`src/rtl/cdt_pkg.sv`:
```
package cdt_pkg;
  localparam int unsigned PRE_W        = 8;
  localparam int unsigned CTRL_EN_BIT  = 0;
  localparam int unsigned CTRL_AR_BIT  = 1;
  localparam int unsigned CTRL_PRE_LSB = 8;
  localparam int unsigned WIN_WORDS    = 8;
  localparam int unsigned SEL_W        = $clog2(WIN_WORDS);

  typedef enum logic [SEL_W-1:0] {
    SEL_RELOAD = 3'd0,
    SEL_COUNT  = 3'd1,
    SEL_CTRL   = 3'd2,
    SEL_FLAG   = 3'd3
  } reg_sel_e;
endpackage

```
`src/rtl/cdt_prescaler.sv`:
```
module cdt_prescaler #(
  parameter int unsigned PRE_W = 8
) (
  input  logic             clk,
  input  logic             rst,
  input  logic             run,
  input  logic             restart,
  input  logic [PRE_W-1:0] pval,
  output logic             tick
);
  logic [PRE_W-1:0] div_q;
  logic             hit;

  // >= keeps the phase bounded when P is lowered mid-count
  assign hit  = (div_q >= pval);
  assign tick = run && !restart && hit;

  always_ff @(posedge clk) begin
    if (rst || !run || restart) div_q <= '0;
    else if (hit)               div_q <= '0;
    else                        div_q <= div_q + 1'b1;
  end
endmodule

```
`src/rtl/cdt_ctrl_regs.sv`:
```
module cdt_ctrl_regs #(
  parameter int unsigned DATA_W = 32
) (
  input  logic                      clk,
  input  logic                      rst,
  input  logic                      wr_ctrl,
  input  logic                      wr_flag,
  input  logic [DATA_W-1:0]         wdata,
  input  logic                      expire,
  output logic                      run,
  output logic                      autorl,
  output logic [cdt_pkg::PRE_W-1:0] pval,
  output logic                      flag,
  output logic                      en_rise
);
  import cdt_pkg::*;

  logic unused_wd;
  assign unused_wd = ^{wdata[DATA_W-1:CTRL_PRE_LSB+PRE_W], wdata[CTRL_PRE_LSB-1:CTRL_AR_BIT+1]};

  assign en_rise = wr_ctrl && !run && wdata[CTRL_EN_BIT];

  always_ff @(posedge clk) begin
    if (rst) begin
      run    <= 1'b0;
      autorl <= 1'b0;
      pval   <= '0;
    end else if (wr_ctrl) begin
      run    <= wdata[CTRL_EN_BIT];
      autorl <= wdata[CTRL_AR_BIT];
      pval   <= wdata[CTRL_PRE_LSB +: PRE_W];
    end
  end

  // expiry beats a same-edge clear
  always_ff @(posedge clk) begin
    if (rst)                     flag <= 1'b0;
    else if (expire)             flag <= 1'b1;
    else if (wr_flag && wdata[0]) flag <= 1'b0;
  end
endmodule

```
`src/rtl/cdt_counter.sv`:
```
module cdt_counter #(
  parameter int unsigned DATA_W = 32
) (
  input  logic              clk,
  input  logic              rst,
  input  logic              wr_reload,
  input  logic              wr_count,
  input  logic              fill_req,
  input  logic              tick,
  input  logic              autorl,
  input  logic [DATA_W-1:0] wdata,
  output logic [DATA_W-1:0] reload_q,
  output logic [DATA_W-1:0] cnt_q,
  output logic              expire
);
  logic last_step;
  assign last_step = (cnt_q == DATA_W'(1));
  assign expire    = tick && !wr_reload && !wr_count && last_step;

  always_ff @(posedge clk) begin
    if (rst) reload_q <= '0;
    else if (wr_reload) reload_q <= wdata;
  end

  always_ff @(posedge clk) begin
    if (rst) begin
      cnt_q <= '0;
    end else if (wr_reload || wr_count) begin
      cnt_q <= wdata;
    end else if (fill_req && cnt_q == '0) begin
      cnt_q <= reload_q;
    end else if (tick && cnt_q != '0) begin
      if (last_step) cnt_q <= autorl ? reload_q : '0;
      else           cnt_q <= cnt_q - 1'b1;
    end
  end
endmodule

```
`src/rtl/cdt_top.sv`:
```
module cdt_top #(
  parameter int unsigned DATA_W = 32,
  parameter int unsigned ADDR_W = 12
) (
  input  logic                  clk,
  input  logic                  rst,
  input  logic                  wr_en,
  input  logic                  rd_en,
  input  logic [ADDR_W-1:0]     addr,
  input  logic [DATA_W-1:0]     wdata,
  input  logic [DATA_W/8-1:0]   wstrb,
  output logic [DATA_W-1:0]     rdata,
  output logic                  irq_o
);
  import cdt_pkg::*;

  localparam int unsigned STRB_W  = DATA_W / 8;
  localparam int unsigned WIN_LSB = $clog2(STRB_W);
  localparam int unsigned WIN_MSB = WIN_LSB + SEL_W;

  logic [SEL_W-1:0]  sel;
  logic              wr_ok, wr_reload, wr_count, wr_ctrl, wr_flag;
  logic              run, autorl, flag, en_rise, tick, expire;
  logic [PRE_W-1:0]  pval;
  logic [DATA_W-1:0] reload_q, cnt_q, rd_val;
  logic              unused_addr;

  assign unused_addr = ^{addr[ADDR_W-1:WIN_MSB], addr[WIN_LSB-1:0]};

  assign sel       = addr[WIN_LSB +: SEL_W];
  assign wr_ok     = wr_en && (wstrb == '1);
  assign wr_reload = wr_ok && (sel == SEL_RELOAD);
  assign wr_count  = wr_ok && (sel == SEL_COUNT);
  assign wr_ctrl   = wr_ok && (sel == SEL_CTRL);
  assign wr_flag   = wr_ok && (sel == SEL_FLAG);

  cdt_ctrl_regs #(.DATA_W(DATA_W)) ctrl_i (
    .clk(clk), .rst(rst), .wr_ctrl(wr_ctrl), .wr_flag(wr_flag), .wdata(wdata),
    .expire(expire), .run(run), .autorl(autorl), .pval(pval), .flag(flag),
    .en_rise(en_rise)
  );

  cdt_prescaler #(.PRE_W(PRE_W)) pre_i (
    .clk(clk), .rst(rst), .run(run), .restart(wr_reload || wr_count),
    .pval(pval), .tick(tick)
  );

  cdt_counter #(.DATA_W(DATA_W)) cnt_i (
    .clk(clk), .rst(rst), .wr_reload(wr_reload), .wr_count(wr_count),
    .fill_req(en_rise && wdata[CTRL_AR_BIT]), .tick(tick), .autorl(autorl),
    .wdata(wdata), .reload_q(reload_q), .cnt_q(cnt_q), .expire(expire)
  );

  always_comb begin
    rd_val = '0;
    case (sel)
      SEL_RELOAD: rd_val = reload_q;
      SEL_COUNT:  rd_val = run ? cnt_q : '0;
      SEL_CTRL: begin
        rd_val[CTRL_EN_BIT]              = run;
        rd_val[CTRL_AR_BIT]              = autorl;
        rd_val[CTRL_PRE_LSB +: PRE_W]    = pval;
      end
      SEL_FLAG:   rd_val[0] = flag;
      default:    rd_val = '0;
    endcase
  end

  always_ff @(posedge clk) begin
    if (rst)        rdata <= '0;
    else if (rd_en) rdata <= rd_val;
  end

  assign irq_o = flag;
endmodule

```
`config.mk`:
```
export PLATFORM = sky130hd
export DESIGN_NAME = cdt_top
export DESIGN_NICKNAME = d
export VERILOG_FILES = /design/src/rtl/cdt_pkg.sv /design/src/rtl/cdt_prescaler.sv /design/src/rtl/cdt_ctrl_regs.sv /design/src/rtl/cdt_counter.sv /design/src/rtl/cdt_top.sv
export SDC_FILE = /design/constraint.sdc
export NUM_CORES = 1
export LEC_CHECK = 0
export BUFFER_PORTS_ARGS = -buffer_cell sky130_fd_sc_hd__buf_2
export CAP_MARGIN = 5
export CORE_ASPECT_RATIO = 1.1
export CORE_UTILIZATION = 29
export CTS_CLUSTER_DIAMETER = 80
export DETAILED_ROUTE_END_ITERATION = 16
export GPL_TIMING_DRIVEN = 0
export PLACE_DENSITY = 0.43
export SLEW_MARGIN = 15
export SYNTH_ARGS = -nofsm -noshare
export SYNTH_HDL_FRONTEND = slang
export SYNTH_SLANG_ARGS = --single-unit
```
`constraint.sdc`:
```
create_clock -name clk -period 3.9 [get_ports clk]
set_input_delay 0.195 -clock clk [delete_from_list [all_inputs] [get_ports clk]]
set_output_delay 0.195 -clock clk [all_outputs]
set_load 0.02 [all_outputs]
```
==> out/results.txt <==
Crit Path Max Fanout -> 10
DR DRC count -> 0
Synth area leaders -> dfxtp_1 (39%), nand2_1 (7.9%), a21oi_1 (7.7%)
Routed WL -> 22200 um
Core area -> 0.0198 mm2
# diodes -> 0
Layout area overhead -> 22.3%
Seq pwr share -> 37.9%
Synth Instances -> 739
Status -> finished clean
Clock skew -> 0.0125 ns
Largest net degree at the start of global routing -> 17
Finished Layout Cells -> 1095
CTS hold repair buffers -> 0
Worst R2R Start -> cnt_i.cnt_q[2]$_SDFFE_PP0P_
Detailed-route wire length per cell -> 20.3 um
Layout cells sized above 1 -> 16.4%
Count of final hold-check violations -> 0
Clock transition at the registers of the reported paths -> 0.06 ns
Cell Rows -> 54
Slowest stage delay, CP -> 0.87 ns
P per Cell Area -> 442 mW/mm2
Synth warn -> 0
WP data required -> 4.17 ns
CTS tree -> yes
Critical-path top delay cell -> nor4_1
Worst VDD drop -> 0.295 mV
Hold Crit Start -> wdata[26]
Max-Cap Viols -> 0
Final Setup Violations -> 0
Synth Register Bits -> 115
Hpwl dp -> 16200 um
Starting Density -> 29.6%
Number of port buffers -> 72
Vias in the first global route -> 5832
Clock tree buffer depth -> 2
Post-synthesis async set-or-reset flop share -> 0%
Worst setup path category -> flip-flop to flip-flop
Via-per-instance ratio -> 5.52
Area leader, netlist -> dfxtp_1
Distinct cells, synth -> 50
Clk network pwr share -> 52.4%
ANT nets after route -> 0
Min Tclk post-route -> 3.47 ns
Worst-path cell chain -> buf_6 > nor4_1 > nand3_1 > clkbuf_1 > o41ai_1 > o21ai_0 > a221o_1 > o211ai_1 > a21oi_1
GRT overflow -> 0
Syn Nets -> 802
Gpl congestion -> 0.878
Register area share after synthesis -> 39.3%
NetSw -> 838 uW
Comb pwr share -> 9.7%
HP Class -> primary input to flip-flop
DR vias -> 6044
Commonest non-fill, non-tap cell in the layout -> nand2_1
Num Clock Sinks -> 115
Final slew viol count -> 0
Commonest non-fill, non-tap cells in the layout -> nand2_1 (123), dfxtp_1 (115), a21oi_1 (90), buf_2 (80), nor2_1 (80)
Avg Inst Size Synth -> 7.92 um2
Placed insts -> 1063
Slew headroom -> 31.2%
TritonCTS Buffers -> 17
Peak Freq -> 288 MHz
Top-area cell type share of the netlist area -> 39.3%
Global-route wire length before repair -> 33800 um
Top Ports -> 85
Die height -> 151 um
Sw frac -> 26.5%
Pint -> 2.33 mW
Clk_lat worst skew -> 0.42 ns
Worst Setup SP -> cnt_i.cnt_q[2]$_SDFFE_PP0P_
Critical path data arrival time -> 3.75 ns
Worst-Margin Slew -> 1.02 ns
Final period util -> 89.1%
Die area -> 0.0208 mm2
Die Span X -> 137 um
Setup_tns -> 0 ns
H-tree levels -> 4
LEAKAGE -> 2.63 nW
Drt first pass iters -> 5
Fillers -> 2149
Initial antenna violation count -> 0
CP Launch Type -> flip-flop
Tot GR Track Use -> 22.1%
EDFF count, synth -> 0
Clk root buf -> clkbuf_16
Mapped Area -> 0.00586 mm2
DRT iter0 DRCs -> 511
Ys flop type -> dfxtp_1
RSZ-0062 raised after global routing -> no
Final Net Count -> 893
CP Capture Type -> flip-flop
[path summary, 6_finish.rpt]
path	endpoint	slack, ns	depth (start not counted)
worst min register to register	ctrl_i.pval[6]$_SDFFE_PP0N_	0.47	2
worst min-delay path	cnt_i.reload_q[26]$_SDFFE_PP0P_	0.02	3
worst max register to register	cnt_i.cnt_q[13]$_SDFFE_PP0P_	0.43	9
worst max-delay path	cnt_i.cnt_q[13]$_SDFFE_PP0P_	0.43	9
[power by group through the flow]
stage / registers [mW] / clock network [mW] / logic, mW
after floorplan: 1.24 / 0 / 0.185
after global routing: 1.20 / 1.75 / 0.333
after CTS: 1.20 / 1.69 / 0.306
after detailed placement: 1.23 / 0 / 0.304
final: 1.20 / 1.66 / 0.307
after global placement: 1.23 / 0 / 0.303
[worst max-delay path: cells and delay by family, from the launching register on]
kind	cells	cell delay, ns
compound gates	5	1.07
buf+inv	2	0.59
flops	1	0.31
simple gates	2	1.36
[cells in the mapped netlist (2+ instances only)]
| master | instances |
|---|---|
| nand3b_1 | 2 |
| buf_2 | 8 |
| o211ai_1 | 21 |
| dfxtp_1 | 115 |
| a221o_1 | 12 |
| nor2_1 | 80 |
| clkbuf_1 | 47 |
| nor4_1 | 10 |
| a222oi_1 | 9 |
| a31oi_1 | 2 |
| a22o_1 | 8 |
| nor3_1 | 40 |
| buf_6 | 4 |
| a221oi_2 | 6 |
| xnor2_1 | 14 |
| nand2b_1 | 3 |
| a21oi_1 | 90 |
| nand4b_1 | 4 |
| nand2_1 | 123 |
| xor2_1 | 15 |
| o21ai_1 | 2 |
| nand4_1 | 4 |
| or4_1 | 3 |
| o21a_1 | 2 |
| nor4_2 | 2 |
| ha_1 | 11 |
| or4_4 | 2 |
| or2_2 | 3 |
| inv_1 | 14 |
| o21ai_0 | 16 |
| and3_1 | 6 |
| a221oi_1 | 26 |
| or3_1 | 4 |
| o41ai_1 | 2 |
| nand3_1 | 14 |
[what timing repair did]
| item | 4_1_cts | 5_1_grt |
|---|---|---|
| setup endpoints to repair | 0 | 2 |
| resized for setup | 0 | 1 |
| buffers inserted | 0 | 0 |
[state kept, by name (all words and copies together) (netlist names)]
register and count:
ctrl_i.autorl 1, ctrl_i.flag 1, rdata 32, cnt_i.cnt_q 32
pre_i.div_q 8, cnt_i.reload_q 32, ctrl_i.pval 8, ctrl_i.run 1
[routing by layer]
| layer | up-vias | part of all wire (%) | track usage [%] |
|---|---|---|---|
| li1 | 2869 | - | - |
| met1 | 2915 | 44 | 27.0 |
| met2 | 213 | 47 | 36.7 |
| met3 | 47 | 5.3 | 4.42 |
| met4 | 0 | 3.6 | 11.0 |
| met5 | - | 0 | 0 |
[cells by family (layout without fill, tap and decap cells)]
group                      count (synthesis)  in the layout  share of synthesized area, %
and+or+nand+nor                          304            304                          23.5
xor gates and xnor gates                  29             29                          4.34
muxes                                      1              1                         0.171
adders and majority gates                 11             11                          2.35
DFF                                      115            115                          39.3
AOI/OAI and AO/OA                        206            206                          24.9
buffers and inverters                     73            177                          5.36
[final cells by class]
| cell class | instances | area, um2 | area share [%] |
|---|---|---|---|
| Tap cell | 252 | 315 | 4.40 |
| Clock buffer | 17 | 425 | 5.94 |
| Buffer | 59 | 262 | 3.65 |
| Multi-Input combinational cell | 551 | 3250 | 45.4 |
| Sequential cell | 115 | 2300 | 32.1 |
| Inverter | 14 | 52.6 | 0.734 |
| Clock inverter | 15 | 195 | 2.72 |
| Timing Repair Buffer | 72 | 360 | 5.03 |
[through the flow]
step	area (um2)	utilization, %	power (mW)	setup WS, ns	hold WS, ns
finish	7160	36.2	3.16	0.426	0.0202
global route	7160	36.2	3.28	0.256	0.0119
CTS	7160	36.2	3.19	0.391	0.00775
detailed placement	6540	33.0	1.53	0.427	0.454
global placement	6530	33.0	1.53	0.449	0.448
floorplan	5860	-	1.42	1.29	0.331
Power figures use the tool's default switching activity.
